--- src/rtl/sdcmd_pkg.sv ---
package sdcmd_pkg;

    typedef enum logic [1:0] {
        RESP_NONE       = 2'b00,
        RESP_LONG       = 2'b01,
        RESP_SHORT      = 2'b10,
        RESP_SHORT_BUSY = 2'b11
    } resp_kind_e;

    localparam int FRAME_BITS = 48;
    localparam int LONG_BITS  = 136;

    function automatic logic [6:0] crc7_step(input logic [6:0] c, input logic b);
        logic fb;
        fb = b ^ c[6];
        return {c[5:0], 1'b0} ^ (fb ? 7'h09 : 7'h00);
    endfunction

    function automatic logic [6:0] crc7_of40(input logic [39:0] v);
        logic [6:0] c;
        c = '0;
        for (int i = 39; i >= 0; i--) c = crc7_step(c, v[i]);
        return c;
    endfunction

    function automatic logic [6:0] crc7_of120(input logic [119:0] v);
        logic [6:0] c;
        c = '0;
        for (int i = 119; i >= 0; i--) c = crc7_step(c, v[i]);
        return c;
    endfunction

endpackage

--- src/rtl/sdcmd_frame_tx.sv ---
module sdcmd_frame_tx
    import sdcmd_pkg::*;
(
    input  logic        clk,
    input  logic        rst_n,
    input  logic        clear,
    input  logic        start,
    input  logic [5:0]  idx,
    input  logic [31:0] arg,
    output logic        line_out,
    output logic        line_oe,
    output logic        last_bit
);
    localparam int CW = $clog2(FRAME_BITS);

    typedef struct packed {
        logic [FRAME_BITS-1:0] sh;
        logic [CW-1:0]         cnt;
        logic                  act;
    } tx_s;

    tx_s tx_q, tx_d;

    always_comb begin
        tx_d = tx_q;
        if (clear) begin
            tx_d = '0;
        end else if (start) begin
            tx_d.sh  = {2'b01, idx, arg, crc7_of40({2'b01, idx, arg}), 1'b1};
            tx_d.cnt = CW'(FRAME_BITS - 1);
            tx_d.act = 1'b1;
        end else if (tx_q.act) begin
            tx_d.sh = {tx_q.sh[FRAME_BITS-2:0], 1'b1};
            if (tx_q.cnt == '0) tx_d.act = 1'b0;
            else                tx_d.cnt = tx_q.cnt - 1'b1;
        end
    end

    always_ff @(posedge clk or negedge rst_n) begin
        if (!rst_n) tx_q <= '0;
        else        tx_q <= tx_d;
    end

    assign line_oe  = tx_q.act;
    assign line_out = tx_q.act ? tx_q.sh[FRAME_BITS-1] : 1'b1;
    assign last_bit = tx_q.act && (tx_q.cnt == '0);

    // every frame opens with a zero start bit
    assert_start_bit_R1: assert property (@(posedge clk) disable iff (!rst_n)
        $rose(line_oe) |-> !line_out);
    // the controller never launches over a frame in progress
    assert_no_relaunch_R2: assert property (@(posedge clk) disable iff (!rst_n)
        start |-> !line_oe);

endmodule

--- src/rtl/sdcmd_resp_rx.sv ---
module sdcmd_resp_rx
    import sdcmd_pkg::*;
#(
    parameter int TIMEOUT_CYC = 64
) (
    input  logic                 clk,
    input  logic                 rst_n,
    input  logic                 clear,
    input  logic                 arm,
    input  logic                 long_rsp,
    input  logic                 line_in,
    output logic                 got,
    output logic                 timed_out,
    output logic [LONG_BITS-1:0] frame
);
    localparam int TW = $clog2(TIMEOUT_CYC + 1);

    typedef enum logic [1:0] {RX_IDLE, RX_WAIT, RX_RECV} rx_st_e;

    typedef struct packed {
        rx_st_e               st;
        logic [LONG_BITS-1:0] sh;
        logic [7:0]           cnt;
        logic [TW-1:0]        tmo;
        logic                 lng;
        logic                 got;
        logic                 tmo_hit;
    } rx_s;

    rx_s rx_q, rx_d;

    always_comb begin
        rx_d         = rx_q;
        rx_d.got     = 1'b0;
        rx_d.tmo_hit = 1'b0;
        if (clear) begin
            rx_d = '0;
        end else begin
            case (rx_q.st)
                RX_IDLE: if (arm) begin
                    rx_d.st  = RX_WAIT;
                    rx_d.tmo = '0;
                    rx_d.lng = long_rsp;
                    rx_d.sh  = '0;
                end
                RX_WAIT: if (!line_in) begin
                    rx_d.sh  = {rx_q.sh[LONG_BITS-2:0], 1'b0};
                    rx_d.cnt = rx_q.lng ? 8'(LONG_BITS - 2) : 8'(FRAME_BITS - 2);
                    rx_d.st  = RX_RECV;
                end else if (rx_q.tmo == TW'(TIMEOUT_CYC - 1)) begin
                    rx_d.tmo_hit = 1'b1;
                    rx_d.st      = RX_IDLE;
                end else begin
                    rx_d.tmo = rx_q.tmo + 1'b1;
                end
                RX_RECV: begin
                    rx_d.sh = {rx_q.sh[LONG_BITS-2:0], line_in};
                    if (rx_q.cnt == 8'd0) begin
                        rx_d.got = 1'b1;
                        rx_d.st  = RX_IDLE;
                    end else begin
                        rx_d.cnt = rx_q.cnt - 8'd1;
                    end
                end
                default: rx_d.st = RX_IDLE;
            endcase
        end
    end

    always_ff @(posedge clk or negedge rst_n) begin
        if (!rst_n) rx_q <= '0;
        else        rx_q <= rx_d;
    end

    assign got       = rx_q.got;
    assign timed_out = rx_q.tmo_hit;
    assign frame     = rx_q.sh;

    // a reply ends either captured or timed out, never both
    assert_one_outcome_R8: assert property (@(posedge clk) disable iff (!rst_n)
        !(got && timed_out));
    // the controller arms only an idle receiver
    assert_arm_when_idle_R9: assert property (@(posedge clk) disable iff (!rst_n)
        arm |-> rx_q.st == RX_IDLE);

endmodule

--- src/rtl/sdcmd_engine.sv ---
module sdcmd_engine
    import sdcmd_pkg::*;
#(
    parameter int TIMEOUT_CYC = 64,
    parameter int RST_CYCLES  = 4
) (
    input  logic         clk,
    input  logic         rst_n,
    input  logic         arg_we,
    input  logic [31:0]  arg_wdata,
    input  logic         cmd_we,
    input  logic [15:0]  cmd_wdata,
    input  logic         sts_clr_we,
    input  logic [2:0]   sts_clr_mask,
    input  logic         rst_all_we,
    input  logic         cmd_in,
    input  logic [3:0]   dat_in,
    output logic         cmd_out,
    output logic         cmd_oe,
    output logic         inhibit_cmd,
    output logic         inhibit_dat,
    output logic [3:0]   dat_level,
    output logic         sts_complete,
    output logic         sts_timeout,
    output logic         sts_error,
    output logic [127:0] resp,
    output logic         reset_busy
);
    localparam int RW = $clog2(RST_CYCLES + 1);

    typedef struct packed {
        logic [31:0]  arg;
        logic [5:0]   idx;
        resp_kind_e   rtype;
        logic         crc_en;
        logic         idx_en;
        logic         inh_cmd;
        logic         inh_dat;
        logic         done;
        logic         tmo;
        logic         err;
        logic [127:0] resp;
        logic [RW-1:0] rst_cnt;
        logic         rst_busy;
    } eng_s;

    eng_s eng_q, eng_d;

    logic                 tx_start, tx_last, rx_arm, rx_got, rx_tmo;
    logic [LONG_BITS-1:0] rx_frame;
    logic                 crc_bad, idx_bad;

    always_comb begin
        eng_d    = eng_q;
        tx_start = 1'b0;
        rx_arm   = 1'b0;
        crc_bad  = 1'b0;
        idx_bad  = 1'b0;
        if (eng_q.rst_busy) begin
            eng_d          = '0;
            eng_d.rst_busy = (eng_q.rst_cnt != '0);
            eng_d.rst_cnt  = (eng_q.rst_cnt == '0) ? '0 : eng_q.rst_cnt - 1'b1;
        end else if (rst_all_we) begin
            eng_d.rst_busy = 1'b1;
            eng_d.rst_cnt  = RW'(RST_CYCLES - 1);
        end else begin
            if (sts_clr_we) begin
                if (sts_clr_mask[0]) eng_d.done = 1'b0;
                if (sts_clr_mask[1]) eng_d.tmo  = 1'b0;
                if (sts_clr_mask[2]) eng_d.err  = 1'b0;
            end
            if (arg_we) eng_d.arg = arg_wdata;
            if (eng_q.inh_dat && !eng_q.inh_cmd && dat_in[0]) eng_d.inh_dat = 1'b0;
            if (cmd_we && !eng_q.inh_cmd) begin
                eng_d.idx     = cmd_wdata[13:8];
                eng_d.idx_en  = cmd_wdata[4];
                eng_d.crc_en  = cmd_wdata[3];
                eng_d.rtype   = resp_kind_e'(cmd_wdata[1:0]);
                eng_d.inh_cmd = 1'b1;
                if (cmd_wdata[5] || cmd_wdata[1:0] == 2'b11) eng_d.inh_dat = 1'b1;
                tx_start      = 1'b1;
            end
            if (tx_last) begin
                if (eng_q.rtype == RESP_NONE) begin
                    eng_d.done    = 1'b1;
                    eng_d.inh_cmd = 1'b0;
                end else begin
                    rx_arm = 1'b1;
                end
            end
            if (rx_tmo) begin
                eng_d.done    = 1'b1;
                eng_d.tmo     = 1'b1;
                eng_d.inh_cmd = 1'b0;
            end
            if (rx_got) begin
                if (eng_q.rtype == RESP_LONG) begin
                    eng_d.resp = {8'h00, rx_frame[127:8]};
                    crc_bad    = crc7_of120(rx_frame[127:8]) != rx_frame[7:1];
                end else begin
                    eng_d.resp = {96'h0, rx_frame[39:8]};
                    crc_bad    = crc7_of40(rx_frame[47:8]) != rx_frame[7:1];
                    idx_bad    = rx_frame[45:40] != eng_q.idx;
                end
                eng_d.err     = eng_d.err | (eng_q.crc_en & crc_bad) | (eng_q.idx_en & idx_bad);
                eng_d.done    = 1'b1;
                eng_d.inh_cmd = 1'b0;
            end
        end
    end

    always_ff @(posedge clk or negedge rst_n) begin
        if (!rst_n) eng_q <= '0;
        else        eng_q <= eng_d;
    end

    sdcmd_frame_tx u_tx (
        .clk      (clk),
        .rst_n    (rst_n),
        .clear    (eng_q.rst_busy),
        .start    (tx_start),
        .idx      (cmd_wdata[13:8]),
        .arg      (eng_q.arg),
        .line_out (cmd_out),
        .line_oe  (cmd_oe),
        .last_bit (tx_last)
    );

    sdcmd_resp_rx #(.TIMEOUT_CYC(TIMEOUT_CYC)) u_rx (
        .clk       (clk),
        .rst_n     (rst_n),
        .clear     (eng_q.rst_busy),
        .arm       (rx_arm),
        .long_rsp  (eng_q.rtype == RESP_LONG),
        .line_in   (cmd_in),
        .got       (rx_got),
        .timed_out (rx_tmo),
        .frame     (rx_frame)
    );

    logic unused_bits;
    assign unused_bits = ^{cmd_wdata[15:14], cmd_wdata[7:6], cmd_wdata[2],
                           rx_frame[LONG_BITS-1:128], rx_frame[0]};

    assign inhibit_cmd  = eng_q.inh_cmd;
    assign inhibit_dat  = eng_q.inh_dat;
    assign dat_level    = dat_in;
    assign sts_complete = eng_q.done;
    assign sts_timeout  = eng_q.tmo;
    assign sts_error    = eng_q.err;
    assign resp         = eng_q.resp;
    assign reset_busy   = eng_q.rst_busy;

    // the wire is driven only while a command holds the inhibit
    assert_oe_inhibit_R9: assert property (@(posedge clk) disable iff (!rst_n)
        cmd_oe |-> inhibit_cmd);
    // completion always frees the command inhibit
    assert_done_frees_R9: assert property (@(posedge clk) disable iff (!rst_n)
        $rose(sts_complete) |-> !inhibit_cmd);
    // a reset request is visible on the next cycle
    assert_reset_flag_R12: assert property (@(posedge clk) disable iff (!rst_n)
        (rst_all_we && !reset_busy) |=> reset_busy);
    // state stays cleared while the reset runs
    assert_reset_clears_R12: assert property (@(posedge clk) disable iff (!rst_n)
        (reset_busy && $past(reset_busy)) |-> (!inhibit_cmd && !sts_complete));

endmodule

--- config.mk ---
export PLATFORM = sky130hd
export DESIGN_NAME = sdcmd_engine
export DESIGN_NICKNAME = d
export VERILOG_FILES = /design/src/rtl/sdcmd_pkg.sv /design/src/rtl/sdcmd_frame_tx.sv /design/src/rtl/sdcmd_resp_rx.sv /design/src/rtl/sdcmd_engine.sv
export SDC_FILE = /design/constraint.sdc
export NUM_CORES = 1
export LEC_CHECK = 0
export BUFFER_PORTS_ARGS = -buffer_cell sky130_fd_sc_hd__buf_2
export CAP_MARGIN = 20
export CORE_ASPECT_RATIO = 1.5
export CORE_UTILIZATION = 30
export DETAILED_ROUTE_END_ITERATION = 12
export SYNTH_ARGS = -nofsm -noshare
export SYNTH_HDL_FRONTEND = slang
export SYNTH_HIERARCHICAL = 1
export SYNTH_SLANG_ARGS = --single-unit
--- constraint.sdc ---
create_clock -name clk -period 15.8 [get_ports clk]
set_input_delay 2.37 -clock clk [delete_from_list [all_inputs] [get_ports clk]]
set_output_delay 2.37 -clock clk [all_outputs]
set_load 0.005 [all_outputs]
# [Word level (Yosys, flattened, before mapping)]
# Cells that the tools add are included.
[word_totals] regBits=389 input_bits=62 output_inout_bits=140 wordCells=737
[classes] add_sub_neg=4 n_eq_ne=17 n_mux=264 n_bitwise=395 reduce_logical=34
[op_table] operator="$xor A7 B4 Y7" count=154
[op_table] operator="$mux W4" count=199
[op_table] operator="$pmux W136 S3" count=1
[op_table] operator="$xor A7 B7 Y7" count=37
[op_table] operator="$xor A1 B1 Y1" count=188
[op_table] operator="$mux W179" count=1
[op_table] operator="$mux W175" count=1
[op_table] operator="$mux W55" count=3
[op_table] operator="$mux W156" count=1
[op_table] operator="$mux W144" count=1
[op_table] operator="$mux W138" count=1
[op_table] operator="$mux W129" count=1
[op_table] operator="$mux W120" count=1
[op_table] operator="$mux W1" count=35
[op_table] operator="$mux W32" count=1
[op_table] operator="$mux W8" count=3
[op_table] operator="$ne A3 B3 Y1 const B" count=6
[op_table] operator="$reduce_bool A3 Y1" count=6
[op_table] operator="$pmux W8 S2" count=1
[op_table] operator="$mux W7" count=2
[op_table] operator="$ne A7 B7 Y1" count=2
[op_table] operator="$pmux W7 S2" count=1
[op_table] operator="$mux W12" count=1
[op_table] operator="$mux W3" count=4
[op_table] operator="other kinds (32)" count=63

# [Depth between registers and ports, before layout]
[depth] word_depth=364 ltp_mapped=17 depth_no_buf=15

# [Cells and area by module]
# Netlist, hierarchy kept.
[modules_own_cells] module="sdcmd_engine" instances=1 cells_each=1006 area_each_um2=11928.9 seq_area_each_um2=4279.1
[modules_own_cells] module="sdcmd_resp_rx" instances=1 cells_each=870 area_each_um2=7652.3 seq_area_each_um2=3903.7
[modules_own_cells] module="sdcmd_frame_tx" instances=1 cells_each=348 area_each_um2=3538.4 seq_area_each_um2=1376.3

# [Least setup slack after synthesis]
# OpenSTA, ideal clock, no wires.
[synth_timing] path_kind="flip-flop to flip-flop" from="register u_rx.rx_q (netlist bit u_rx/frame[122])" to="register eng_q (netlist bit sts_error)" setup_ns=0.133 arrival_ns=5.444 t_required_ns=15.667 path_slack_ns=10.222 stages_incl_launch_ff=17 n_path_buf=1 synth_period_minus_slack_ns=5.578 path_cell_list="dfrtp_1 > buf_4 > xnor3_2 > xnor3_4 > xor2_4 > xnor3_1 > xor2_1 > xnor3_1 > xnor3_2 > xnor3_2 > xnor3_2 > xnor3_2 > xnor3_1 > a311oi_1 > a211o_1 > nor4b_2 > a31oi_1"
[synth_between] elab_chain_cells=184 word_cells_on_any_way=338 classes_between="eq/ne (1); mux (113); bitwise (224)"
[synth_rtl] element="start, declared" line="sdcmd_resp_rx.sv:30" source="rx_s rx_q, rx_d;"
[synth_rtl] element="start signal, assigned" line="sdcmd_resp_rx.sv:72" source="else rx_q <= rx_d;"
[synth_rtl] element="$xor A1 B1 Y1 (*)" line="sdcmd_pkg.sv:15" source="fb = b ^ c[6];"
[synth_rtl] element="$mux W4 (*)" line="sdcmd_pkg.sv:16" source="return {c[5:0], 1'b0} ^ (fb ? 7'h09 : 7'h00);"
[synth_rtl] element="$xor A7 B4 Y7 (*) (4 in series)" line="sdcmd_pkg.sv:16"
[synth_rtl] element="$xor A1 B1 Y1" line="sdcmd_pkg.sv:15"
[synth_rtl] element="$mux W4" line="sdcmd_pkg.sv:16"
[synth_rtl] element="$xor A7 B4 Y7 (*) (4 in series)" line="sdcmd_pkg.sv:16"
[synth_rtl] element="$xor A1 B1 Y1" line="sdcmd_pkg.sv:15"
[synth_rtl] element="$mux W4" line="sdcmd_pkg.sv:16"
[synth_rtl] element="[... 161 more ...]"
[synth_rtl] element="$mux W1 (*)" line="sdcmd_engine.sv:96" source="if (rx_got) begin"
[synth_rtl] element="$mux W1 (*)" line="sdcmd_engine.sv:63" source="end else if (rst_all_we) begin"
[synth_rtl] element="$mux W1 (*)" line="sdcmd_engine.sv:59" source="if (eng_q.rst_busy) begin"
[synth_rtl] element="$and A1 B1 Y1 (*)" line="sdcmd_engine.sv:105" source="eng_d.err = eng_d.err | (eng_q.crc_en & crc_bad) | (eng_q.idx_en & idx_bad);"
[synth_rtl] element="$or A1 B1 Y1 (*) (2 in series)" line="sdcmd_engine.sv:105"
[synth_rtl] element="$mux W129 (*)" line="sdcmd_engine.sv:96"
[synth_rtl] element="$mux W175 (*)" line="sdcmd_engine.sv:63"
[synth_rtl] element="$mux W179 (*)" line="sdcmd_engine.sv:59"
[synth_rtl] element="end signal, assigned" line="sdcmd_engine.sv:114" source="else eng_q <= eng_d;"
[synth_rtl] element="end, declared" line="sdcmd_engine.sv:47" source="eng_s eng_q, eng_d;"
# Mark *: on every way between the ends. The rest lies on a longest branch, timed or not. The select of a mux whose other input is x is not followed.
# A chain may end at the register's enable or synchronous reset.

# [Worst setup path after layout]
[layout_timing] from="register u_rx.rx_q (netlist bit u_rx/frame[127])" to="register eng_q (netlist bit sts_error)"
[layout_between] elab_chain_cells=189 word_cells_on_any_way=351 classes_between="eq/ne (1); mux (118); bitwise (232)"
[layout_rtl] element="$mux W4 (*)" line="sdcmd_pkg.sv:16"
[layout_rtl] element="$xor A5 B4 Y5 (*)" line="sdcmd_pkg.sv:16"
[layout_rtl] element="$xor A6 B4 Y6 (*)" line="sdcmd_pkg.sv:16"
[layout_rtl] element="$xor A7 B4 Y7 (*)" line="sdcmd_pkg.sv:16"
[layout_rtl] element="$xor A1 B1 Y1 or $xor A7 B4 Y7 (tied branches)" line="sdcmd_pkg.sv:15, sdcmd_pkg.sv:16"
[layout_rtl] element="$mux W4 or $xor A7 B4 Y7 (tied branches)" line="sdcmd_pkg.sv:16"
[layout_rtl] element="$xor A7 B4 Y7 (*) (4 in series)" line="sdcmd_pkg.sv:16"
[layout_rtl] element="$xor A1 B1 Y1 or $xor A7 B4 Y7 (tied branches)" line="sdcmd_pkg.sv:15, sdcmd_pkg.sv:16"
[layout_rtl] element="[... 169 more ...]"
[layout_rtl] element="$mux W1 (*)" line="sdcmd_engine.sv:96"
[layout_rtl] element="$mux W1 (*)" line="sdcmd_engine.sv:63"
[layout_rtl] element="$mux W1 (*)" line="sdcmd_engine.sv:59"
[layout_rtl] element="$and A1 B1 Y1 (*)" line="sdcmd_engine.sv:105"
[layout_rtl] element="$or A1 B1 Y1 (*) (2 in series)" line="sdcmd_engine.sv:105"
[layout_rtl] element="$mux W129 (*)" line="sdcmd_engine.sv:96"
[layout_rtl] element="$mux W175 (*)" line="sdcmd_engine.sv:63"
[layout_rtl] element="$mux W179 (*)" line="sdcmd_engine.sv:59"
# Marks and branches as above.

==> results.sh <==
export IMPL_cp_end_kind="register"
export IMPL_hold_path_class="register to register"
export IMPL_ctsHoldBuffers=0
export IMPL_drt_wl_total_mm=53.8
export IMPL_dieHeight_um=339
export IMPL_finClkSkew_ns=0.0211
export IMPL_finalMaxSlewViolations=0
export IMPL_num_vias=14400
export IMPL_final_util_pct=32.1
export IMPL_place_area_mm2=0.0226
export IMPL_grt_usage_pct=14.1
export IMPL_post_drt_via_cell_ratio=4.65
export IMPL_power_leakage_nw=11.1
export IMPL_synth_cell_area_mm2=0.0228
export IMPL_gr_usage_met3_pct=2.21
export IMPL_die_w_um=227
export IMPL_drc=0
export IMPL_clock_sinks=374
export IMPL_clkTransAtPathRegs_ns=0.06
export IMPL_yosysWarningCount=6
export IMPL_clockRootBuffer="clkbuf_16"
export IMPL_cp_slowest_cell="xnor3_1"
export IMPL_hold_depth=1
export IMPL_critPathMaxStageDelay_ns=0.61
export IMPL_start_util_pct=30.4
export IMPL_peakVddDrop_mv=0.150
export IMPL_dieArea_mm2=0.0770
export IMPL_rr_worst_depth=14
export IMPL_max_cap_violations=0
export IMPL_nets=2128
export IMPL_place_hpwl_mm=38.5
export IMPL_io_pins=202
export IMPL_place_ws_ns=9.73
export IMPL_rsz0062_at_grt="no"
export IMPL_final_cell_area_mm2=0.0240
export IMPL_crit_top_cell="xnor3_2"
export IMPL_top_usage_layer="met2"
export IMPL_syn_inst=2183
export IMPL_period_share_pct=38.5
export IMPL_crit_chain="xnor3_1 -> xnor3_4 -> xnor2_4 -> xor2_2 -> xnor3_2 -> xnor2_1 -> xnor2_1 -> xnor3_2 -> xnor3_2 -> xnor3_2 -> xor2_2 -> xnor3_1 -> a211oi_1 -> a31oi_1"
export IMPL_max_freq_mhz=164
export IMPL_h_tree_depth=2
export IMPL_power_density_mw_per_mm2=104
export IMPL_fillCellCount=7656
export IMPL_finalCriticalPeriod_ns=6.08
export IMPL_grt_pass1_wl_mm=84.7
export IMPL_area_growth_syn_to_layout_pct=5.61
export IMPL_port_buffers=182
export IMPL_worst_slack_ns=9.72
export IMPL_worst_slew_pin_slew_ns=1.23
export IMPL_cts_tree="yes"
export IMPL_start_kind="register"
export IMPL_arrival_ns=6.50
export IMPL_syn_avg_cell_area_um2=10.4
export IMPL_cp_required_ns=16.21
export IMPL_grt_max_degree=257
export IMPL_final_hold_viol_count=0
export IMPL_path_class="register to register"
export IMPL_use_met1_pct=16.5
export IMPL_layout_drive_gt1_share_pct=15.8
export IMPL_cts_resized=0
export IMPL_status="finished clean"
export IMPL_grt_pass1_vias=14500
export IMPL_tns_ns=0
export IMPL_met2_usage_pct=25.5
export IMPL_routabilityCongestion=0.852
export IMPL_cp_max_fo=6
export IMPL_antenna_found_initial=3
export IMPL_drt_pass1_iterations=8
export IMPL_ant_nets=0
export IMPL_relSlewSlack_pct=17.7
export IMPL_post_cts_setup_buffers=0
export IMPL_clk_latency_ns=0.56
export IMPL_clock_path_buffers=3
export IMPL_core_area_mm2=0.0749
export IMPL_total_power_mw=2.51
export IMPL_rows=123
export IMPL_setup_viol=0
export IMPL_routedWlPerCell_um=17.4
export IMPL_grt_ovfl_total=0
export IMPL_cts_buffers=41
export IMPL_drt_iter0_drc=995
final cells by class:
cell class	count	area [µm²]	area share, %
Tap cell	1000	1250	5.21
Clock inverter	12	101	0.422
Antenna cell	1	2.50	0.0104
Clock buffer	62	1250	5.19
Sequential cell	374	9360	39.0
Multi-Input combinational cell	1428	10900	45.5
Timing Repair Buffer	197	1090	4.52
Inverter	14	52.6	0.219
critical path: cells and delay by family (launching register included):
kind                      cells  cell delay [ns]
AOI/OAI and AO/OA             2             0.39
xor gates and xnor gates     12             5.11
DFF                           1             0.41
routing by layer:
layer	routed length [µm]	share of wire (%)
met1	21500	40
met2	28400	53
met3	2420	4.5
met4	1480	2.8
met5	8	0.015
stage by stage:
stage	hold WS, ns	cells
floorplan	0.453	2190
global placement	0.467	3011
detailed placement	0.478	3011
CTS	0.494	3085
global route	0.514	3088
finish	0.493	3088
state kept, by name (all words and copies together), names as in the netlist:
register / cells
u_rx/frame: 128
sts_complete: 1
reset_busy: 1
u_rx/rx_q: 18
eng_q: 45
sts_timeout: 1
u_rx/timed_out: 1
inhibit_cmd: 1
resp: 120
inhibit_dat: 1
u_rx/got: 1
sts_error: 1
u_tx/line_oe: 1
u_tx/tx_q: 54
path summary, 6_finish.rpt:
| path | slack, ns | end | from |
|---|---|---|---|
| worst max-delay path | 9.72 | sts_error$_DFFE_PN0P_ | u_rx/frame[127]$_DFFE_PN0P_ |
| worst min-delay path | 0.49 | resp[108]$_DFFE_PN0P_ | resp[108]$_DFFE_PN0P_ |
| worst max register to register | 9.72 | sts_error$_DFFE_PN0P_ | u_rx/frame[127]$_DFFE_PN0P_ |
| worst min register to register | 0.49 | resp[108]$_DFFE_PN0P_ | resp[108]$_DFFE_PN0P_ |
| max in group asynchronous | 11.74 | u_rx/frame[10]$_DFFE_PN0P_ | rst_n |
| min in group asynchronous | 1.84 | sts_complete$_DFFE_PN0P_ | rst_n |
power breakdown:
part	switching [mW]	leakage, nW	internal [mW]	total [mW]
clock	0.395	0.666	0.561	0.956
sequential	0.0352	5.20	0.984	1.02
combinational	0.339	5.25	0.194	0.534
layout by cell type (no fill, tap or decap), types with 41 or more instances in the layout:
cell       instances
dfrtp_1          372
nand2_1          348
xnor2_1          200
buf_2            181
a22o_1           129
o21ai_0          113
nor2_1           109
a21oi_1           96
xor2_1            76
xnor3_1           69
clkbuf_16         42
mux2i_1           41
No activity file was read; power rests on OpenSTA's default activity.
